### config.mk
export PLATFORM = sky130hd
export DESIGN_NAME = csr_bridge
export DESIGN_NICKNAME = d
export VERILOG_FILES = /design/src/rtl/csr_bridge_pkg.sv /design/src/rtl/csr_addr_step.sv /design/src/rtl/csr_cmd_reg.sv /design/src/rtl/csr_access_seq.sv /design/src/rtl/csr_bridge.sv
export SDC_FILE = /design/constraint.sdc
export NUM_CORES = 1
export LEC_CHECK = 0
export ABC_CLOCK_PERIOD_IN_PS = 7000
export BUFFER_PORTS_ARGS = -buffer_cell sky130_fd_sc_hd__buf_2
export CORE_MARGIN = 4
export CORE_UTILIZATION = 48
export CTS_CLUSTER_SIZE = 30
export DETAILED_ROUTE_END_ITERATION = 16
export PLACE_DENSITY = 0.82
export SLEW_MARGIN = 0
export SYNTH_ARGS = -nofsm -noshare
export SYNTH_HDL_FRONTEND = slang
export SYNTH_SLANG_ARGS = --single-unit
### constraint.sdc
create_clock -name clk -period 7 [get_ports clk]
set_input_delay 1.4 -clock clk [delete_from_list [all_inputs] [get_ports clk]]
set_output_delay 1.4 -clock clk [all_outputs]
set_load 0.05 [all_outputs]
### src/rtl/csr_bridge_pkg.sv
`timescale 1ns/1ps
package csr_bridge_pkg;

    // Host and internal data word width; the command layout is fixed at 32 bits.
    localparam int WORD_W = 32;

    // Command register bit positions (host-visible encoding).
    localparam int BIT_BUSY = 31;
    localparam int BIT_RNW  = 30;
    localparam int BIT_INC  = 29;
    localparam int BIT_DEC  = 28;

    // Host register select encoding.
    localparam logic SEL_CMD  = 1'b0;
    localparam logic SEL_DATA = 1'b1;

    // Access sequencer states.
    typedef enum logic [1:0] {
        ST_IDLE  = 2'd0,
        ST_ISSUE = 2'd1,
        ST_STEP  = 2'd2
    } seq_state_t;

    // Address stepping direction after an access.
    typedef enum logic [1:0] {
        STEP_HOLD = 2'd0,
        STEP_UP   = 2'd1,
        STEP_DOWN = 2'd2
    } step_dir_t;

    // Mode fields held in the command register.
    typedef struct packed {
        logic rnw;
        logic inc;
        logic dec;
    } cmd_mode_t;

endpackage

### src/rtl/csr_addr_step.sv
`timescale 1ns/1ps
module csr_addr_step
    import csr_bridge_pkg::*;
#(
    parameter int ADDR_W = 16
) (
    input  step_dir_t         dir,
    input  logic [ADDR_W-1:0] cur,
    output logic [ADDR_W-1:0] nxt
);

    // Modulo 2^ADDR_W arithmetic: the carry out is simply dropped.
    always_comb begin
        unique case (dir)
            STEP_UP:   nxt = cur + 1'b1;
            STEP_DOWN: nxt = cur - 1'b1;
            default:   nxt = cur;
        endcase
    end

endmodule

### src/rtl/csr_cmd_reg.sv
`timescale 1ns/1ps
module csr_cmd_reg
    import csr_bridge_pkg::*;
#(
    parameter int ADDR_W = 16
) (
    input  logic              clk,
    input  logic              rst_n,
    input  logic              load,
    input  logic [WORD_W-1:0] load_word,
    input  logic              step_en,
    input  logic              busy,
    output cmd_mode_t         mode,
    output logic [ADDR_W-1:0] addr,
    output logic [WORD_W-1:0] cmd_view
);

    step_dir_t         dir;
    logic [ADDR_W-1:0] addr_next;

    // Increment wins over decrement when both are enabled.
    always_comb begin
        if (mode.inc) begin
            dir = STEP_UP;
        end else if (mode.dec) begin
            dir = STEP_DOWN;
        end else begin
            dir = STEP_HOLD;
        end
    end

    csr_addr_step #(
        .ADDR_W (ADDR_W)
    ) u_step (
        .dir (dir),
        .cur (addr),
        .nxt (addr_next)
    );

    // Loads only happen while idle and steps only while busy, so they never coincide.
    always_ff @(posedge clk or negedge rst_n) begin
        if (!rst_n) begin
            mode <= '0;
            addr <= '0;
        end else if (load) begin
            mode.rnw <= load_word[BIT_RNW];
            mode.inc <= load_word[BIT_INC];
            mode.dec <= load_word[BIT_DEC];
            addr     <= load_word[ADDR_W-1:0];
        end else if (step_en) begin
            addr <= addr_next;
        end
    end

    // Host view: reserved bits are never stored, so they read back as zero.
    always_comb begin
        cmd_view             = '0;
        cmd_view[BIT_BUSY]   = busy;
        cmd_view[BIT_RNW]    = mode.rnw;
        cmd_view[BIT_INC]    = mode.inc;
        cmd_view[BIT_DEC]    = mode.dec;
        cmd_view[ADDR_W-1:0] = addr;
    end

endmodule

### src/rtl/csr_access_seq.sv
`timescale 1ns/1ps
module csr_access_seq
    import csr_bridge_pkg::*;
(
    input  logic clk,
    input  logic rst_n,
    input  logic launch,
    input  logic launch_we,
    input  logic ib_ack,
    output logic ib_req,
    output logic ib_we,
    output logic busy,
    output logic capture,
    output logic step_en
);

    seq_state_t state_q;
    seq_state_t state_d;
    logic       we_q;

    // State register and latched direction of the access in flight.
    always_ff @(posedge clk or negedge rst_n) begin
        if (!rst_n) begin
            state_q <= ST_IDLE;
            we_q    <= 1'b0;
        end else begin
            state_q <= state_d;
            if (state_q == ST_IDLE && launch) begin
                we_q <= launch_we;
            end
        end
    end

    // Transitions: IDLE -launch-> ISSUE -ack-> STEP -> IDLE.
    always_comb begin
        state_d = state_q;
        unique case (state_q)
            ST_IDLE:  if (launch) state_d = ST_ISSUE;
            ST_ISSUE: if (ib_ack) state_d = ST_STEP;
            ST_STEP:  state_d = ST_IDLE;
            default:  state_d = ST_IDLE;
        endcase
    end

    // Outputs decoded from the current state.
    always_comb begin
        ib_req  = 1'b0;
        capture = 1'b0;
        step_en = 1'b0;
        unique case (state_q)
            ST_IDLE:  ;
            ST_ISSUE: begin
                ib_req  = 1'b1;
                capture = ib_ack && !we_q;
            end
            ST_STEP:  step_en = 1'b1;
            default:  ;
        endcase
    end

    assign ib_we = we_q && ib_req;
    assign busy  = (state_q != ST_IDLE);

endmodule

### src/rtl/csr_bridge.sv
`timescale 1ns/1ps
module csr_bridge
    import csr_bridge_pkg::*;
#(
    parameter int ADDR_W = 16
) (
    input  logic              clk,
    input  logic              rst_n,
    input  logic              host_wr,
    input  logic              host_rd,
    input  logic              host_sel,
    input  logic [WORD_W-1:0] host_wdata,
    output logic [WORD_W-1:0] host_rdata,
    output logic              ib_req,
    output logic              ib_we,
    output logic [ADDR_W-1:0] ib_addr,
    output logic [WORD_W-1:0] ib_wdata,
    input  logic [WORD_W-1:0] ib_rdata,
    input  logic              ib_ack
);

    cmd_mode_t         mode;
    logic [ADDR_W-1:0] addr;
    logic [WORD_W-1:0] cmd_view;
    logic [WORD_W-1:0] data_q;
    logic              busy;
    logic              capture;
    logic              step_en;
    logic              cmd_wr;
    logic              data_wr;
    logic              data_rd;
    logic              auto_on;
    logic              launch;
    logic              launch_we;

    // Host decode: every host action is gated off while an access is in flight.
    assign cmd_wr  = host_wr && (host_sel == SEL_CMD) && !busy;
    assign data_wr = host_wr && (host_sel == SEL_DATA) && !busy;
    assign data_rd = host_rd && !host_wr && (host_sel == SEL_DATA) && !busy;
    assign auto_on = mode.inc || mode.dec;

    assign launch    = (cmd_wr && host_wdata[BIT_BUSY])
                     || ((data_wr || data_rd) && auto_on);
    assign launch_we = cmd_wr ? !host_wdata[BIT_RNW] : data_wr;

    csr_cmd_reg #(
        .ADDR_W (ADDR_W)
    ) u_cmd (
        .clk       (clk),
        .rst_n     (rst_n),
        .load      (cmd_wr),
        .load_word (host_wdata),
        .step_en   (step_en),
        .busy      (busy),
        .mode      (mode),
        .addr      (addr),
        .cmd_view  (cmd_view)
    );

    csr_access_seq u_seq (
        .clk       (clk),
        .rst_n     (rst_n),
        .launch    (launch),
        .launch_we (launch_we),
        .ib_ack    (ib_ack),
        .ib_req    (ib_req),
        .ib_we     (ib_we),
        .busy      (busy),
        .capture   (capture),
        .step_en   (step_en)
    );

    // Data register: host writes while idle, returned read data at acknowledge.
    always_ff @(posedge clk or negedge rst_n) begin
        if (!rst_n) begin
            data_q <= '0;
        end else if (capture) begin
            data_q <= ib_rdata;
        end else if (data_wr) begin
            data_q <= host_wdata;
        end
    end

    assign ib_addr    = addr;
    assign ib_wdata   = data_q;
    assign host_rdata = (host_sel == SEL_DATA) ? data_q : cmd_view;

endmodule

Word-level counts from Yosys, hierarchy flattened
Index checks and enable logic that the tools add are counted.

word-level totals
  memory bits (writable) = 0
  bits in latches = 0
  output and inout bits = 82
  memories = 0
  logic and storage cells = 57
  register bits = 54
  bits in read-only memories = 0

cells by class
  eq/ne operators = 6
  reduce and logical (&&, ||, !) cells = 26
  add/subtract/negate cells = 2
  $lt $le $gt $ge = 0
  $mul = 0
  multiplexer cells = 15
  bitwise logic cells = 1
  div/mod/pow operators = 0
  shift-type cells = 0

operator list
  operator                                                                  number
  32-bit two-way mux                                                        3
  16-bit two-way mux                                                        2
  16-bit one-hot mux with 2 select lines                                    1
  16-bit by 1-bit adder with 16-bit output (second input constant)          1
  16-bit by 1-bit subtractor with 16-bit output (second input constant)     1
  1-bit logical AND                                                         12
  2-bit two-way mux                                                         4
  2-bit nonzero test                                                        3
  2-bit by 1-bit equality test with 1-bit output (second input constant)    2
  2-bit equality test (second input constant)                               2
  1-bit zero test                                                           4
  1-bit two-way mux                                                         4
  2-bit one-hot mux with 2 select lines                                     1
  2-bit AND reduction                                                       2
  1-bit logical OR                                                          3
  3-bit nonzero test                                                        1
  2-bit zero test                                                           1
  2-bit by 1-bit inequality test with 1-bit output (second input constant)  1
  2-bit inequality test (second input constant)                             1
  1-bit NOT                                                                 1

Depth between registers and ports, before layout
Gate-level depths: netlist (run 1).

  word-level depth = 9
  mapped depth = 12
  mapped depth without buffers = 8

Modules after synthesis
Synthesis (run 1) repeated with hierarchy kept, for this count alone.

unflattened totals
  cells, all modules = 528
  area, all modules = 4822.1 um^2

modules (own cells, without submodules)
  module          seq. area each (um^2)  instances  area each (um^2)  cells an instance
  csr_bridge      800.8                  1          2232.1            219
  csr_addr_step   0.0                    1          1308.8            185
  csr_cmd_reg     475.5                  1          1122.3            111
  csr_access_seq  75.1                   1          158.9             13

Worst setup path after synthesis (run 1)
Ideal clock, no wire load.

  path type = in2out
  start point = input host_sel
  end point = output host_rdata[8]
  data required time = 5.600 ns
  arrival = 2.870 ns
  path buffers = 2
  path slack = 2.730 ns
  cell stages on the path = 3
  path through = clkbuf_1 clkbuf_1 o21ai_0

between the ends
  cells in the longest elaborated chain, start to end = 1

RTL lines
  what                line              source
  from (decl)         csr_bridge.sv:11  input logic host_sel,
  32-bit two-way mux  csr_bridge.sv:86  assign host_rdata = (host_sel == SEL_DATA) ? data_q : cmd_view;
  to (decl)           csr_bridge.sv:13  output logic [WORD_W-1:0] host_rdata,

Every way passes these cells.

Worst setup path in the final report (run 1)
  start point = input host_sel
  end point = output host_rdata[5]

The elaborated chain is that of the path after synthesis.

==> results.py, run 1 <==
metrics = {
    "grt": {
        "gr-total-overflow": 0,
        "antenna_found_initial": 0,
        "first_global_vias": 3587,
        "global_route.usage.total_pct": 24.5,
        "first_pass_grt_wire_length_um": 17700,
        "grt_start_max_net_pins": 65,
    },
    "cts": {
        "tritoncts.num_buffers": 5,
        "post-cts-setup-buffer-count": 0,
        "root_buffer": "sky130_fd_sc_hd__clkbuf_8",
        "cts_resized": 0,
        "cts.htree.levels": 2,
        "worstSkewPairLatency_ns": 0.31,
        "holdBufCountCts": 0,
        "cts_tree": "done",
        "cts_buffer_depth": 2,
        "clk_pin_slew_ns": 0.10,
        "clock-sinks": 54,
    },
    "timing": {
        "clock-skew-final_ns": 0.0119,
        "report.final.hold_viol_count": 0,
        "fmax_mhz": 250,
        "setup-violations-final": 0,
        "slew_headroom_pct": 31.6,
        "finalHoldWorstSlack_ns": 0.529,
        "final_max_slew_viol_count": 0,
        "min_period_over_period_pct": 57.2,
        "minimum_clock_period_after_layout_ns": 4.00,
        "tightest_slew_ns": 1.03,
        "grt_setup_unrepaired": "false",
        "final.setup.tns_ns": 0,
    },
    "critical_path": {
        "crit_path_top_delay_cell": "sky130_fd_sc_hd__buf_2",
        "setup.worst_path.end_class": "output port",
        "timing.setup.critical_path_class": "in2out",
        "cp_data_arrival_time_ns": 2.60,
        "crit_top_cell": "sky130_fd_sc_hd__buf_2",
        "reg2reg_setup_slack_ns": 4.46,
        "worstPathMaxFanout": 38,
        "crit_chain": "buf_2, mux2_2, buf_2",
        "required_ns": 5.60,
        "count_of_cells_along_the_worst_register_to_register_path": 8,
        "cell_family_contributing_the_most_delay_on_the_critical_path": "buffers and inverters",
        "worstSetupStartpointType": "primary input",
        "timing.critical_path.from": "host_sel",
        "cp_num_cells": 3,
        "path_buf_inv": 2,
        "max_stage_delay_ns": 0.55,
        "worstReg2RegEnd": "u_cmd.addr[14]$_DFFE_PN0P_",
        "reg2reg_start": "u_cmd.cmd_view[29]$_DFFE_PN0P_",
    },
    "min_path": {
        "hold_path.startpoint": "u_cmd.cmd_view[30]$_DFFE_PN0P_",
        "min-delay-path-class": "reg2reg",
        "holdPathStages": 2,
        "timing.hold.worst_endpoint": "u_cmd.cmd_view[30]$_DFFE_PN0P_",
    },
    "route": {
        "drtIter0Drc": 244,
        "postRouteWirelength_um": 11100,
        "post_drt_wl_per_cell_um": 17.5,
        "via_count": 3624,
        "postRouteAntennaNets": 0,
        "route.detailed.drc": 0,
        "detailedRoute.firstPassIterationCount": 5,
        "viasPerCell": 5.72,
    },
    "placed_design": {
        "routabilityCongestion": 0.918,
        "io_buffer_count": 151,
        "dp.cells": 626,
        "dpl.hpwl_um": 8100,
    },
    "floorplanning": {
        "die-width_um": 96.1,
        "die_h_um": 96.1,
        "initial_utilization_pct": 50.2,
        "fp-row-count": 31,
        "die-area_mm2": 0.00923,
        "placeableCoreArea_mm2": 0.00741,
        "design.portCount": 152,
    },
    "synthesis": {
        "synth_area_leaders": "sky130_fd_sc_hd__dfrtp_1 (36%), sky130_fd_sc_hd__mux2i_1 (9.4%), sky130_fd_sc_hd__o21ai_0 (6.3%)",
        "syn-mean-instance-area_um2": 8.72,
        "synth-edff-count": 0,
        "ys.warnings.count": 0,
        "synthesis.instances": 427,
        "synth_cell_type_count": 58,
        "post_synthesis_register_bit_count": 54,
        "post_synth_instance_area_mm2": 0.00372,
        "yosys.area.top_type_share_pct": 36.3,
        "async_flop_share_pct": 100,
        "yosysSeqAreaShare_pct": 36.3,
        "dominant_register_cell_in_the_synthesized_netlist": "sky130_fd_sc_hd__dfrtp_1",
        "synth.largest_area_cell": "sky130_fd_sc_hd__dfrtp_1",
        "synthesis.nets": 498,
    },
    "finish": {
        "seq_area_mm2": 0.00135,
        "multi_input_logic_area_mm2": 0.00206,
        "antenna-diode-count": 0,
        "final.fill_count": 667,
        "areaGrowthSynthToFinish_pct": 19.2,
        "layout_cell_share_with_drive_strength_beyond_1_pct": 35.3,
        "nNetsFinal": 605,
        "stdcell_count": 634,
    },
    "status": {
        "outcome": "complete, no violations",
    },
    "flow_run": {
        "maxcap_violations": 0,
    },
}
==> worst min-delay path, cell delays in order, from the launching register on <==
cell                      delay, ns
sky130_fd_sc_hd__dfrtp_1       0.38
sky130_fd_sc_hd__nand2_1       0.06
sky130_fd_sc_hd__nand2_1       0.06
==> metrics by stage <==
stage	worst slack (ns)	utilization [%]	cell area, µm²
6_report	3.00	59.9	4440
5_1_grt	2.91	59.9	4440
4_1_cts	3.01	59.9	4440
3_5_place_dp	3.01	58.4	4330
3_3_place_gp	3.09	58.4	4330
2_1_floorplan	2.73	-	3720
==> worst max path at each step <==
stage | to | slack, ns
2_1_floorplan | host_rdata[8] | 2.73
3_3_place_gp | host_rdata[14] | 3.09
3_5_place_dp | host_rdata[5] | 3.01
4_1_cts | host_rdata[5] | 3.01
5_1_grt | host_rdata[31] | 2.91
6_report | host_rdata[5] | 3.00
==> sequential cells by signal (all words and copies together), names as in the netlist <==
signal and flops:
u_cmd.cmd_view 3, u_seq.we_q 1, u_seq.state_q 2, u_cmd.addr 16
ib_wdata 32
==> synthesized netlist by cell type, types with 3 or more instances <==
| library cell | instances |
|---|---|
| sky130_fd_sc_hd__a21oi_1 | 11 |
| sky130_fd_sc_hd__a221o_1 | 5 |
| sky130_fd_sc_hd__a22oi_1 | 7 |
| sky130_fd_sc_hd__and2_1 | 18 |
| sky130_fd_sc_hd__and3_1 | 6 |
| sky130_fd_sc_hd__buf_2 | 11 |
| sky130_fd_sc_hd__buf_4 | 18 |
| sky130_fd_sc_hd__clkbuf_1 | 22 |
| sky130_fd_sc_hd__dfrtp_1 | 54 |
| sky130_fd_sc_hd__inv_1 | 4 |
| sky130_fd_sc_hd__mux2_2 | 18 |
| sky130_fd_sc_hd__mux2i_1 | 35 |
| sky130_fd_sc_hd__nand2_1 | 56 |
| sky130_fd_sc_hd__nand2b_1 | 4 |
| sky130_fd_sc_hd__nand3_1 | 13 |
| sky130_fd_sc_hd__nand4_1 | 6 |
| sky130_fd_sc_hd__nor2_1 | 18 |
| sky130_fd_sc_hd__nor3_1 | 8 |
| sky130_fd_sc_hd__nor3b_1 | 5 |
| sky130_fd_sc_hd__nor4_1 | 7 |
| sky130_fd_sc_hd__o211a_1 | 3 |
| sky130_fd_sc_hd__o211ai_1 | 3 |
| sky130_fd_sc_hd__o21ai_0 | 47 |
| sky130_fd_sc_hd__or3_1 | 4 |
| sky130_fd_sc_hd__xnor2_1 | 3 |
==> routing by layer <==
| metal | GRT usage (%) | share of wire (%) |
|---|---|---|
| met4 | 6.16 | 1.3 |
| met3 | 5.63 | 8.1 |
| met2 | 40.3 | 48 |
| met5 | 0 | 0 |
| met1 | 32.5 | 42 |
==> cells in the final DEF, fill, tap and decap left out, types with 6 or more instances in the layout <==
cell	netlist	routed
sky130_fd_sc_hd__nand2_1	56	56
sky130_fd_sc_hd__dfrtp_1	54	54
sky130_fd_sc_hd__buf_2	11	151
sky130_fd_sc_hd__nor2_1	18	18
sky130_fd_sc_hd__a22oi_1	7	7
sky130_fd_sc_hd__nor3_1	8	8
sky130_fd_sc_hd__nand3_1	13	13
sky130_fd_sc_hd__and2_1	18	18
sky130_fd_sc_hd__a21oi_1	11	11
sky130_fd_sc_hd__o21ai_0	47	47
sky130_fd_sc_hd__mux2i_1	35	35
sky130_fd_sc_hd__nand4_1	6	6
sky130_fd_sc_hd__nor4_1	7	7
sky130_fd_sc_hd__mux2_2	18	18
==> area by class of cell <==
type                       instances  share of cell area, %
inverter                           4                  0.338
multi-input combinational        315                   46.4
clock buffer                       6                   1.64
clock inverter                     2                  0.846
sequential                        54                   30.4
timing repair buffer             154                   17.5
tap                               99                   2.79
==> kinds of logic after synthesis <==
logic type / Yosys count / synth area share (%)
AND/OR/NAND/NOR: 158 / 22.0
AO/OA/AOI/OAI: 98 / 16.9
buffers and inverters: 58 / 8.44
flip-flops: 54 / 36.3
multiplexers: 53 / 14.9
XOR/XNOR: 5 / 1.18
adder cells (fa/ha/maj): 1 / 0.336
Power of run 1 is left out: the tool's default activity adds up to more than one toggle a clock period on the data nets, which glitch-free logic cannot reach.
==> run 2, diff against run 1 <==
--- a/config.mk
+++ b/config.mk
@@ -5,13 +5,13 @@
 export SDC_FILE = /design/constraint.sdc
 export NUM_CORES = 1
 export LEC_CHECK = 0
-export ABC_CLOCK_PERIOD_IN_PS = 7000
+export ABC_CLOCK_PERIOD_IN_PS = 3300
 export BUFFER_PORTS_ARGS = -buffer_cell sky130_fd_sc_hd__buf_2
 export CORE_MARGIN = 4
-export CORE_UTILIZATION = 48
+export CORE_UTILIZATION = 44
 export CTS_CLUSTER_SIZE = 30
 export DETAILED_ROUTE_END_ITERATION = 16
-export PLACE_DENSITY = 0.82
+export PLACE_DENSITY = 0.79
 export SLEW_MARGIN = 0
 export SYNTH_ARGS = -nofsm -noshare
 export SYNTH_HDL_FRONTEND = slang
==> constraint.sdc (replaced) <==
create_clock -name clk -period 3.3 [get_ports clk]
set_input_delay 0.66 -clock clk [delete_from_list [all_inputs] [get_ports clk]]
set_output_delay 0.66 -clock clk [all_outputs]
set_load 0.05 [all_outputs]
==> results.py, run 2 (synthesis results as in run 1) <==
metrics = {
    "status": {
        "outcome": "complete, no violations",
    },
    "placed_design": {
        "detailed_place.area_mm2": 0.00436,
        "dp.cells": 634,
        "routabilityCongestion": 0.920,
        "dpl.hpwl_um": 8450,
        "place_ws_ns": 0.688,
        "io_buffer_count": 151,
    },
    "finish": {
        "largest_reg_flops": 32,
        "areaGrowthSynthToFinish_pct": 19.6,
        "mostFrequentLayoutCells": "sky130_fd_sc_hd__buf_2 (151), sky130_fd_sc_hd__nand2_1 (56), sky130_fd_sc_hd__dfrtp_1 (54)",
        "layout.cells.most_common": "sky130_fd_sc_hd__buf_2",
        "antenna-diode-count": 0,
        "nNetsFinal": 607,
        "multi_input_logic_area_mm2": 0.00206,
        "seq_area_mm2": 0.00135,
        "final_cell_area_mm2": 0.00445,
        "final.fill_count": 777,
        "layout_cell_share_with_drive_strength_beyond_1_pct": 35.6,
        "stdcell_count": 642,
    },
    "route": {
        "detailedRoute.firstPassIterationCount": 6,
        "route.detailed.drc": 0,
        "via_count": 3705,
        "drtIter0Drc": 222,
        "postRouteWirelength_um": 11400,
        "viasPerCell": 5.77,
        "postRouteAntennaNets": 0,
        "post_drt_wl_per_cell_um": 17.7,
    },
    "pwr": {
        "power.internal_uw": 2070,
        "p_clk_share_pct": 7.1,
        "max-vdd-ir-drop_mv": 0.779,
        "switching_share_pct": 61.6,
        "sequentialPowerShare_pct": 27.6,
        "power_density_mw_per_mm2": 1210,
        "net-switching-power_uw": 3320,
        "leakagePower_uw": 0.00204,
        "combinationalPowerShare_pct": 65.3,
    },
    "cts": {
        "cts_resized": 0,
        "cts_buffer_depth": 2,
        "cts_tree": "done",
        "holdBufCountCts": 0,
        "worstSkewPairLatency_ns": 0.31,
        "post-cts-setup-buffer-count": 0,
        "clock-sinks": 54,
        "clk_pin_slew_ns": 0.10,
        "root_buffer": "sky130_fd_sc_hd__clkbuf_8",
        "tritoncts.num_buffers": 5,
        "cts.htree.levels": 2,
    },
    "grt": {
        "global_route.usage.total_pct": 22.4,
        "grt_start_max_net_pins": 65,
        "first_global_vias": 3704,
        "first_pass_grt_wire_length_um": 18100,
        "gr-total-overflow": 0,
        "antenna_found_initial": 0,
    },
    "critical_path": {
        "crit_path_end": "u_cmd.addr[14]$_DFFE_PN0P_",
        "timing.setup.critical_path_class": "reg2reg",
        "timing.critical_path.from": "u_cmd.cmd_view[29]$_DFFE_PN0P_",
        "required_ns": 3.51,
        "worstReg2RegEnd": "u_cmd.addr[14]$_DFFE_PN0P_",
        "crit_chain": "nand2b_4, xnor2_1, ha_1, nand4_1, a22oi_1, a22oi_1, nand2b_1, a221o_1",
        "count_of_cells_along_the_worst_register_to_register_path": 8,
        "crit_top_cell": "sky130_fd_sc_hd__a22oi_1",
        "worstPathMaxFanout": 25,
        "setup.worst_path.end_class": "flop",
        "reg2reg_start": "u_cmd.cmd_view[29]$_DFFE_PN0P_",
        "worstSetupStartpointType": "flop",
        "crit_path_top_delay_cell": "sky130_fd_sc_hd__dfrtp_1",
        "max_stage_delay_ns": 0.52,
        "cp_data_arrival_time_ns": 2.75,
        "reg2reg_setup_slack_ns": 0.75,
    },
    "timing": {
        "finalWorstSetupSlack_ns": 0.751,
        "fmax_mhz": 392,
        "finalHoldWorstSlack_ns": 0.291,
        "slew_headroom_pct": 36.6,
        "min_period_over_period_pct": 77.2,
        "report.final.hold_viol_count": 0,
        "minimum_clock_period_after_layout_ns": 2.55,
        "final.setup.tns_ns": 0,
        "setup-violations-final": 0,
        "final_max_slew_viol_count": 0,
        "grt_setup_unrepaired": "false",
        "tightest_slew_ns": 0.951,
        "clock-skew-final_ns": 0.00958,
    },
    "floorplanning": {
        "initial_utilization_pct": 45.3,
        "die-width_um": 100,
        "die-area_mm2": 0.0100,
        "fp-row-count": 33,
        "placeableCoreArea_mm2": 0.00822,
        "die_h_um": 100,
        "design.portCount": 152,
    },
    "min_path": {
        "min-delay-path-class": "in2async",
    },
    "flow_run": {
        "maxcap_violations": 0,
    },
}
==> run 2: stage by stage <==
step	power, µW	utilization (%)
2_1_floorplan	4330	-
3_3_place_gp	4950	53.1
3_5_place_dp	5020	53.1
4_1_cts	5410	54.2
5_1_grt	5700	54.2
6_report	5400	54.2
==> run 2: critical path: cells and delay by family (launching register included) <==
kind	cells	cell delay [ns]
AND/OR/NAND/NOR	3	0.65
adder cells (fa/ha/maj)	1	0.28
AO/OA/AOI/OAI	3	0.81
flip-flops	1	0.52
XOR/XNOR	1	0.16
==> run 2: worst min path at each step <==
stage	to	slack, ns
after global placement	u_cmd.cmd_view[30]$_DFFE_PN0P_	0.46
after CTS	ib_wdata[26]$_DFFE_PN0P_	0.30
after floorplan	ib_wdata[0]$_DFFE_PN0P_	0.36
after detailed placement	u_cmd.cmd_view[30]$_DFFE_PN0P_	0.47
after global routing	ib_wdata[26]$_DFFE_PN0P_	0.32
final	ib_wdata[26]$_DFFE_PN0P_	0.29
==> run 2: final cells by class <==
type	count	share of cell area, %
inverter	4	0.337
clock inverter	2	0.393
tap	105	2.95
timing repair buffer	156	18.1
clock buffer	6	1.63
sequential	54	30.3
multi-input combinational	315	46.2
==> run 2: layer usage <==
metal  vias up  share of wire [%]  global-route usage (%)  wire length (µm)
li1       1729                  -                       -                 -
met2       181                 50                    39.1              5710
met1      1777                 41                    28.4              4710
met5         -                  0                       0                 0
met4         0                1.4                    6.22               164
met3        18                6.9                    4.31               789
==> run 2: power groups by stage <==
stage                     Sequential [µW]  Combinational, µW  Clock [µW]
after CTS                            1480               3530         391
final                                1490               3520         384
after global routing                 1560               3730         413
after floorplan                      1910               2420           0
after detailed placement             1490               3530           0
after global placement               1470               3470           0
Power figures use the tool's default switching activity.
